**config.mk**
```make
export PLATFORM = sky130hd
export DESIGN_NAME = imm_mwr_gen
export DESIGN_NICKNAME = d
export VERILOG_FILES = /design/src/rtl/imm_mwr_pkg.sv /design/src/rtl/imm_mwr_split.sv /design/src/rtl/imm_mwr_word.sv /design/src/rtl/imm_mwr_gen.sv
export SDC_FILE = /design/constraint.sdc
export NUM_CORES = 1
export LEC_CHECK = 0
export BUFFER_PORTS_ARGS = -buffer_cell sky130_fd_sc_hd__buf_4
export CAP_MARGIN = 5
export CORE_MARGIN = 2
export CORE_UTILIZATION = 50
export DETAILED_ROUTE_END_ITERATION = 7
export GPL_TIMING_DRIVEN = 0
export PLACE_DENSITY_LB_ADDON = 0.1
export RECOVER_POWER = 25
export SETUP_SLACK_MARGIN = 0.4
export SLEW_MARGIN = 15
export SYNTH_ARGS = -nofsm -noshare
export SYNTH_HDL_FRONTEND = slang
export SYNTH_SLANG_ARGS = --single-unit
```
**constraint.sdc**
```tcl
create_clock -name clk -period 15.07 [get_ports clk]
set_clock_uncertainty 0.05 [all_clocks]
set_input_delay 0.7535 -clock clk [delete_from_list [all_inputs] [get_ports clk]]
set_output_delay 0.7535 -clock clk [all_outputs]
set_load 0.005 [all_outputs]
```
**src/rtl/imm_mwr_pkg.sv**
```systemverilog
package imm_mwr_pkg;
  localparam int IMM_BYTES = 8;
  localparam int CNT_W     = 4;
  localparam int SRC_W     = $clog2(IMM_BYTES);
  localparam int AW        = 64;

  localparam logic [2:0] FMT_3DW_DATA = 3'b010;
  localparam logic [2:0] FMT_4DW_DATA = 3'b011;
  localparam logic [4:0] TYPE_MEM     = 5'b00000;

  typedef struct packed {
    logic [AW-1:0]    addr;
    logic [CNT_W-1:0] nbytes;
    logic [SRC_W-1:0] src;
  } req_t;

  function automatic logic req_is64(req_t r);
    return |r.addr[AW-1:32];
  endfunction

  function automatic logic [3:0] req_len(req_t r);
    logic [5:0] s;
    s = 6'(r.addr[1:0]) + 6'(r.nbytes) + 6'd3;
    return s[5:2];
  endfunction

  function automatic logic [3:0] req_words(req_t r);
    return (req_is64(r) ? 4'd4 : 4'd3) + req_len(r);
  endfunction
endpackage

```
**src/rtl/imm_mwr_split.sv**
```systemverilog
module imm_mwr_split
  import imm_mwr_pkg::*;
#(
  parameter int PAGE_BITS = 12
) (
  input  logic [AW-1:0]    addr,
  input  logic [CNT_W-1:0] count,
  output req_t             r0,
  output req_t             r1,
  output logic             two,
  output logic             reserved
);
  localparam int RW = PAGE_BITS + 1;

  logic [RW-1:0] room;
  logic [RW-1:0] cnt_ext;

  assign room     = RW'(1 << PAGE_BITS) - RW'(addr[PAGE_BITS-1:0]);
  assign cnt_ext  = RW'(count);
  assign reserved = (count == '0) || (count > CNT_W'(IMM_BYTES));
  assign two      = !reserved && (cnt_ext > room);

  always_comb begin
    r0.addr   = addr;
    r0.nbytes = two ? CNT_W'(room) : count;
    r0.src    = '0;
    r1.addr   = addr + AW'(room);
    r1.nbytes = count - CNT_W'(room);
    r1.src    = SRC_W'(room);
  end
endmodule

```
**src/rtl/imm_mwr_word.sv**
```systemverilog
module imm_mwr_word
  import imm_mwr_pkg::*;
(
  input  req_t                   req,
  input  logic [3:0]             idx,
  input  logic [IMM_BYTES*8-1:0] data,
  output logic [31:0]            word,
  output logic                   last
);
  logic       is64;
  logic [3:0] len, hdr, k;
  logic [1:0] off, endm;
  logic [4:0] stop;
  logic [3:0] fbe, lbe;
  logic [31:0] pay;

  assign is64 = req_is64(req);
  assign len  = req_len(req);
  assign hdr  = is64 ? 4'd4 : 4'd3;
  assign off  = req.addr[1:0];
  assign stop = 5'(off) + 5'(req.nbytes);
  assign endm = stop[1:0] - 2'd1;
  assign k    = idx - hdr;
  assign last = (idx == hdr + len - 4'd1);

  always_comb begin
    for (int j = 0; j < 4; j++) begin
      fbe[j] = (5'(j) >= 5'(off)) && (5'(j) < stop);
      lbe[j] = (len != 4'd1) && (2'(j) <= endm);
    end
  end

  always_comb begin
    logic [5:0]       pos;
    logic [SRC_W-1:0] bi;
    pay = '0;
    for (int j = 0; j < 4; j++) begin
      pos = {k, 2'(j)};
      bi  = req.src + SRC_W'(pos) - SRC_W'(off);
      if ((pos >= 6'(off)) && (pos < 6'(stop)))
        pay[8*j +: 8] = data[8*bi +: 8];
    end
  end

  always_comb begin
    case (idx)
      4'd0:    word = {is64 ? FMT_4DW_DATA : FMT_3DW_DATA, TYPE_MEM, 14'b0, 6'b0, len};
      4'd1:    word = {24'b0, lbe, fbe};
      4'd2:    word = is64 ? req.addr[63:32] : {req.addr[31:2], 2'b00};
      4'd3:    word = is64 ? {req.addr[31:2], 2'b00} : pay;
      default: word = pay;
    endcase
  end
endmodule

```
**src/rtl/imm_mwr_gen.sv**
```systemverilog
module imm_mwr_gen
  import imm_mwr_pkg::*;
#(
  parameter int PAGE_BITS = 12
) (
  input  logic        clk,
  input  logic        rst,
  input  logic        op_valid,
  output logic        op_ready,
  input  logic [63:0] op_addr,
  input  logic [3:0]  op_count,
  input  logic [31:0] op_data_lo,
  input  logic [31:0] op_data_hi,
  output logic        out_valid,
  input  logic        out_ready,
  output logic [31:0] out_data,
  output logic        out_last,
  output logic        done
);
  req_t        p0, p1, r0_q, r1_q, sel_req;
  logic        p_two, p_rsv, two_q, busy, cur_req;
  logic [3:0]  cur_w, sel_w;
  logic [63:0] data_q, sel_data;
  logic [31:0] sel_word;
  logic        sel_last, accept, fire;

  imm_mwr_split #(.PAGE_BITS(PAGE_BITS)) u_split (
    .addr(op_addr), .count(op_count), .r0(p0), .r1(p1), .two(p_two), .reserved(p_rsv)
  );

  imm_mwr_word u_word (
    .req(sel_req), .idx(sel_w), .data(sel_data), .word(sel_word), .last(sel_last)
  );

  assign op_ready = !busy;
  assign accept   = op_valid && !busy;
  assign fire     = out_valid && out_ready;

  always_comb begin
    if (accept) begin
      sel_req  = p0;
      sel_w    = 4'd0;
      sel_data = {op_data_hi, op_data_lo};
    end else begin
      sel_data = data_q;
      if (out_last) begin
        sel_req = r1_q;
        sel_w   = 4'd0;
      end else begin
        sel_req = cur_req ? r1_q : r0_q;
        sel_w   = cur_w + 4'd1;
      end
    end
  end

  always_ff @(posedge clk) begin
    if (rst) begin
      busy      <= 1'b0;
      cur_req   <= 1'b0;
      cur_w     <= '0;
      two_q     <= 1'b0;
      r0_q      <= '0;
      r1_q      <= '0;
      data_q    <= '0;
      out_valid <= 1'b0;
      out_data  <= '0;
      out_last  <= 1'b0;
      done      <= 1'b0;
    end else begin
      done <= 1'b0;
      if (accept) begin
        if (p_rsv) begin
          done <= 1'b1;
        end else begin
          busy      <= 1'b1;
          r0_q      <= p0;
          r1_q      <= p1;
          two_q     <= p_two;
          data_q    <= {op_data_hi, op_data_lo};
          cur_req   <= 1'b0;
          cur_w     <= '0;
          out_valid <= 1'b1;
          out_data  <= sel_word;
          out_last  <= sel_last;
        end
      end else if (fire) begin
        if (out_last && (cur_req || !two_q)) begin
          out_valid <= 1'b0;
          out_last  <= 1'b0;
          busy      <= 1'b0;
          done      <= 1'b1;
        end else begin
          if (out_last) begin
            cur_req <= 1'b1;
            cur_w   <= '0;
          end else begin
            cur_w <= cur_w + 4'd1;
          end
          out_data <= sel_word;
          out_last <= sel_last;
        end
      end
    end
  end

  // a stalled word must not change
  a_r8_hold: assert property (@(posedge clk) disable iff (rst)
    out_valid && !out_ready |=> out_valid && $stable(out_data) && $stable(out_last));

  // no new operation while words are pending
  a_r9_busy: assert property (@(posedge clk) disable iff (rst)
    out_valid |-> !op_ready);

  // done only once the stream has drained
  a_r9_done_idle: assert property (@(posedge clk) disable iff (rst)
    done |-> !out_valid);

  // reserved counts produce a pulse and no words
  a_r6_reserved: assert property (@(posedge clk) disable iff (rst)
    op_valid && op_ready && (op_count == 4'd0 || op_count > 4'd8) |=> done && !out_valid);

  // second request starts exactly on a page boundary
  a_r7_aligned: assert property (@(posedge clk) disable iff (rst)
    busy && two_q |-> r1_q.addr[PAGE_BITS-1:0] == '0);

  // a header DW0 carries a length of one to three DWords
  a_r2_len: assert property (@(posedge clk) disable iff (rst)
    out_valid && cur_w == 4'd0 |-> out_data[9:0] >= 10'd1 && out_data[9:0] <= 10'd3);
endmodule

```
==> impl_metrics.ini <==
[clock_network]
ctsResizeCount = 0
cts_setup_buffers = 0
clock-root-buffer = clkbuf_16
clk_latency_ns = 0.57
clockBufferDepth = 3
cts_buffers = 27
cts.sinks = 242
clk_pin_slew_worst_paths_ns = 0.06
htreeDepth = 1
cts_tree = done
postCtsHoldBufs = 0

[layout]
final_cell_area_um2 = 19500
nets = 2633
fill_cells = 3262
final_core_util_pct = 58.3
syn2layout_area_growth_pct = 15.1
drive_above_1_share_pct = 10.8

[synthesis]
synth_cell_types = 92
netlist.area_leader.share_pct = 28.5
synth_area_um2 = 17000
ys.flop_type = dfxtp_1
synth_area_leaders = dfxtp_1 (29%), nand2_1 (11%), mux2i_1 (9.1%)
ys_warn_count = 0
yosys.area.top_type = dfxtp_1
async_flop_share_pct = 0
synth_cells = 2271
synth_enable_flop_cells = 0
syn-num-nets = 2449
synth.yosys.seq_area_share_pct = 28.5
synth_seq_cells = 242
synth.avg_cell_area_um2 = 7.48

[routing]
vias = 19200
drt-total-wl_um = 75700
ant_nets = 0
drt_pass1_iterations = 8
wl_per_cell_um = 25.9
drt_iter0_markers = 2770
viasPerCell = 6.56
drc = 0

[floorplan]
start_util_pct = 50.7
core_area_um2 = 33500
die_h_um = 188
num_rows = 67
die_x_um = 188
design.portCount = 172
die_area_um2 = 35500

[setup_path]
cp-start-kind = input pin
critical_path_arrival_ns = 8.14
path_buf_inv = 6
critPathRequiredTime_ns = 15.50
cp-end-kind = register
cp_top_family = adder cells
critical_path_class = input pin to register
path_max_fanout = 10
cpPeakStageDelay_ns = 0.69
cpMaxStageDelayCell = fa_1

[global_routing]
grt_overflow = 0
grt_max_degree = 14
grt_pass1_vias = 17600
grt_pass1_wl_um = 111000
grt_usage_pct = 41.5
antenna_found_initial = 1

[timing]
fmax_mhz = 130
post-route-min-period_ns = 7.71
finalMaxSlewViolations = 0
worst_pin_slew_ns = 1.47
setup_ws_ns = 7.36
hold_viol_final = 0
finalCritPeriodShare_pct = 51.2
setup_viol = 0
tns_ns = 0
relSlewSlack_pct = 1.35
rsz0062_at_grt = no

[placed_design]
dp_hpwl_um = 59400
gp_congestion = 1.06
port_buffers = 155
dp_slack_ns = 6.90
postPlaceCellArea_um2 = 18700

[power]
p_leak_uw = 0.00748
peakVddDrop_uv = 86.3
powerDensity_nw_per_um2 = 108

[outcome]
violations = capacitance limit
status = complete, but fails checks

[run]
cap_violations = 1

[min_path]
hp-class = input pin to register
==> synth_stat cells, types with 18 or more instances <==
cell        n
nand2_1   477
dfxtp_1   242
a21oi_1   241
nor2_1    158
clkbuf_1  155
mux2i_1   154
o21ai_0    74
a31oi_1    63
a211oi_1   62
nand3_1    55
inv_1      48
xnor2_1    46
nor3_1     43
xor2_1     43
ha_1       38
nor4_1     34
a311oi_1   23
nand4_1    23
a221oi_1   20
o211ai_1   18
==> registers in the layout, summed over array words and instances (netlist names) <==
| name | count |
|---|---|
| r0_q | 68 |
| data_q | 64 |
| out_data | 32 |
| cur_w | 4 |
| busy | 1 |
| cur_req | 1 |
| out_last | 1 |
| done | 1 |
| two_q | 1 |
| r1_q | 69 |
==> layout make-up <==
type	count	area (um^2)	share of cell area [%]
clock buffer	39	761	3.89
antenna	1	2.50	0.0128
inverter	49	184	0.941
sequential	242	4840	24.8
clock inverter	9	80.1	0.410
buffer	191	763	3.90
timing repair buffer	155	1140	5.82
multi-input combinational	1789	11200	57.4
tap	448	561	2.87
==> worst paths after layout <==
check	from	to	slack (ns)	cells after the start
setup reg to reg	busy	out_last	7.57	23
hold / removal	op_data_lo[27]	data_q[27]	0.39	3
setup / recovery	op_addr[0]	out_last	7.36	29
hold reg to reg	data_q[10]	data_q[10]	0.40	2
==> worst register-to-register path, stage by stage (launching register included) <==
cell,delay (ns)
dfxtp_1,0.33
nor2b_1,0.10
buf_2,0.28
clkbuf_1,0.88
clkbuf_1,0.86
clkbuf_1,0.55
clkbuf_1,0.60
a21oi_1,0.24
ha_1,0.29
inv_1,0.08
fa_1,0.17
clkbuf_1,0.28
clkbuf_1,0.38
xor2_1,0.34
xnor2_1,0.28
ha_1,0.22
inv_1,0.04
ha_1,0.17
inv_1,0.06
fa_1,0.42
xnor2_1,0.14
a2111oi_0,0.36
nand3_1,0.13
a21oi_1,0.16
==> layout by cell type, fill, tap and decap left out, types with 18 or more instances in the layout <==
master	netlist	routed
nand2_1	477	477
dfxtp_1	242	242
a21oi_1	241	241
clkbuf_1	155	172
nor2_1	158	158
mux2i_1	154	154
buf_4	3	122
o21ai_0	74	74
a31oi_1	63	63
a211oi_1	62	62
nand3_1	55	55
inv_1	48	48
xnor2_1	46	45
xor2_1	43	43
nor3_1	43	42
ha_1	38	38
nor4_1	34	34
clkbuf_4	0	29
clkbuf_16	0	27
nand4_1	23	23
a311oi_1	23	23
a221oi_1	20	20
o211ai_1	18	18
==> metrics by stage <==
step	hold WS [ns]	total power, uW	cells
floorplan	0.381	1170	2271
global placement	0.390	1440	2874
detailed placement	0.396	1450	2874
CTS	0.381	2090	2922
global route	0.396	2180	2922
finish	0.388	2120	2923
==> cell families after synthesis <==
logic type | synth area share, %
mux | 11.9
fa+ha+maj | 3.39
simple gates | 23.4
flops | 28.5
buf+inv | 5.58
compound gates | 22.2
xor+xnor | 5.05
==> power breakdown <==
group	total (uW)	internal, uW	switching [uW]
Combinational	743	258	485
Sequential	720	683	36.9
Clock	655	366	289
==> routing by layer <==
| metal | vias up | wire, um | global-route usage [%] |
|---|---|---|---|
| li1 | 8523 | - | - |
| met1 | 9133 | 31700 | 59.7 |
| met2 | 1308 | 30700 | 59.7 |
| met3 | 199 | 9820 | 9.55 |
| met4 | 0 | 3490 | 16.3 |
| met5 | - | 0 | 0 |
Note: power is estimated with default switching activity, not from simulation.
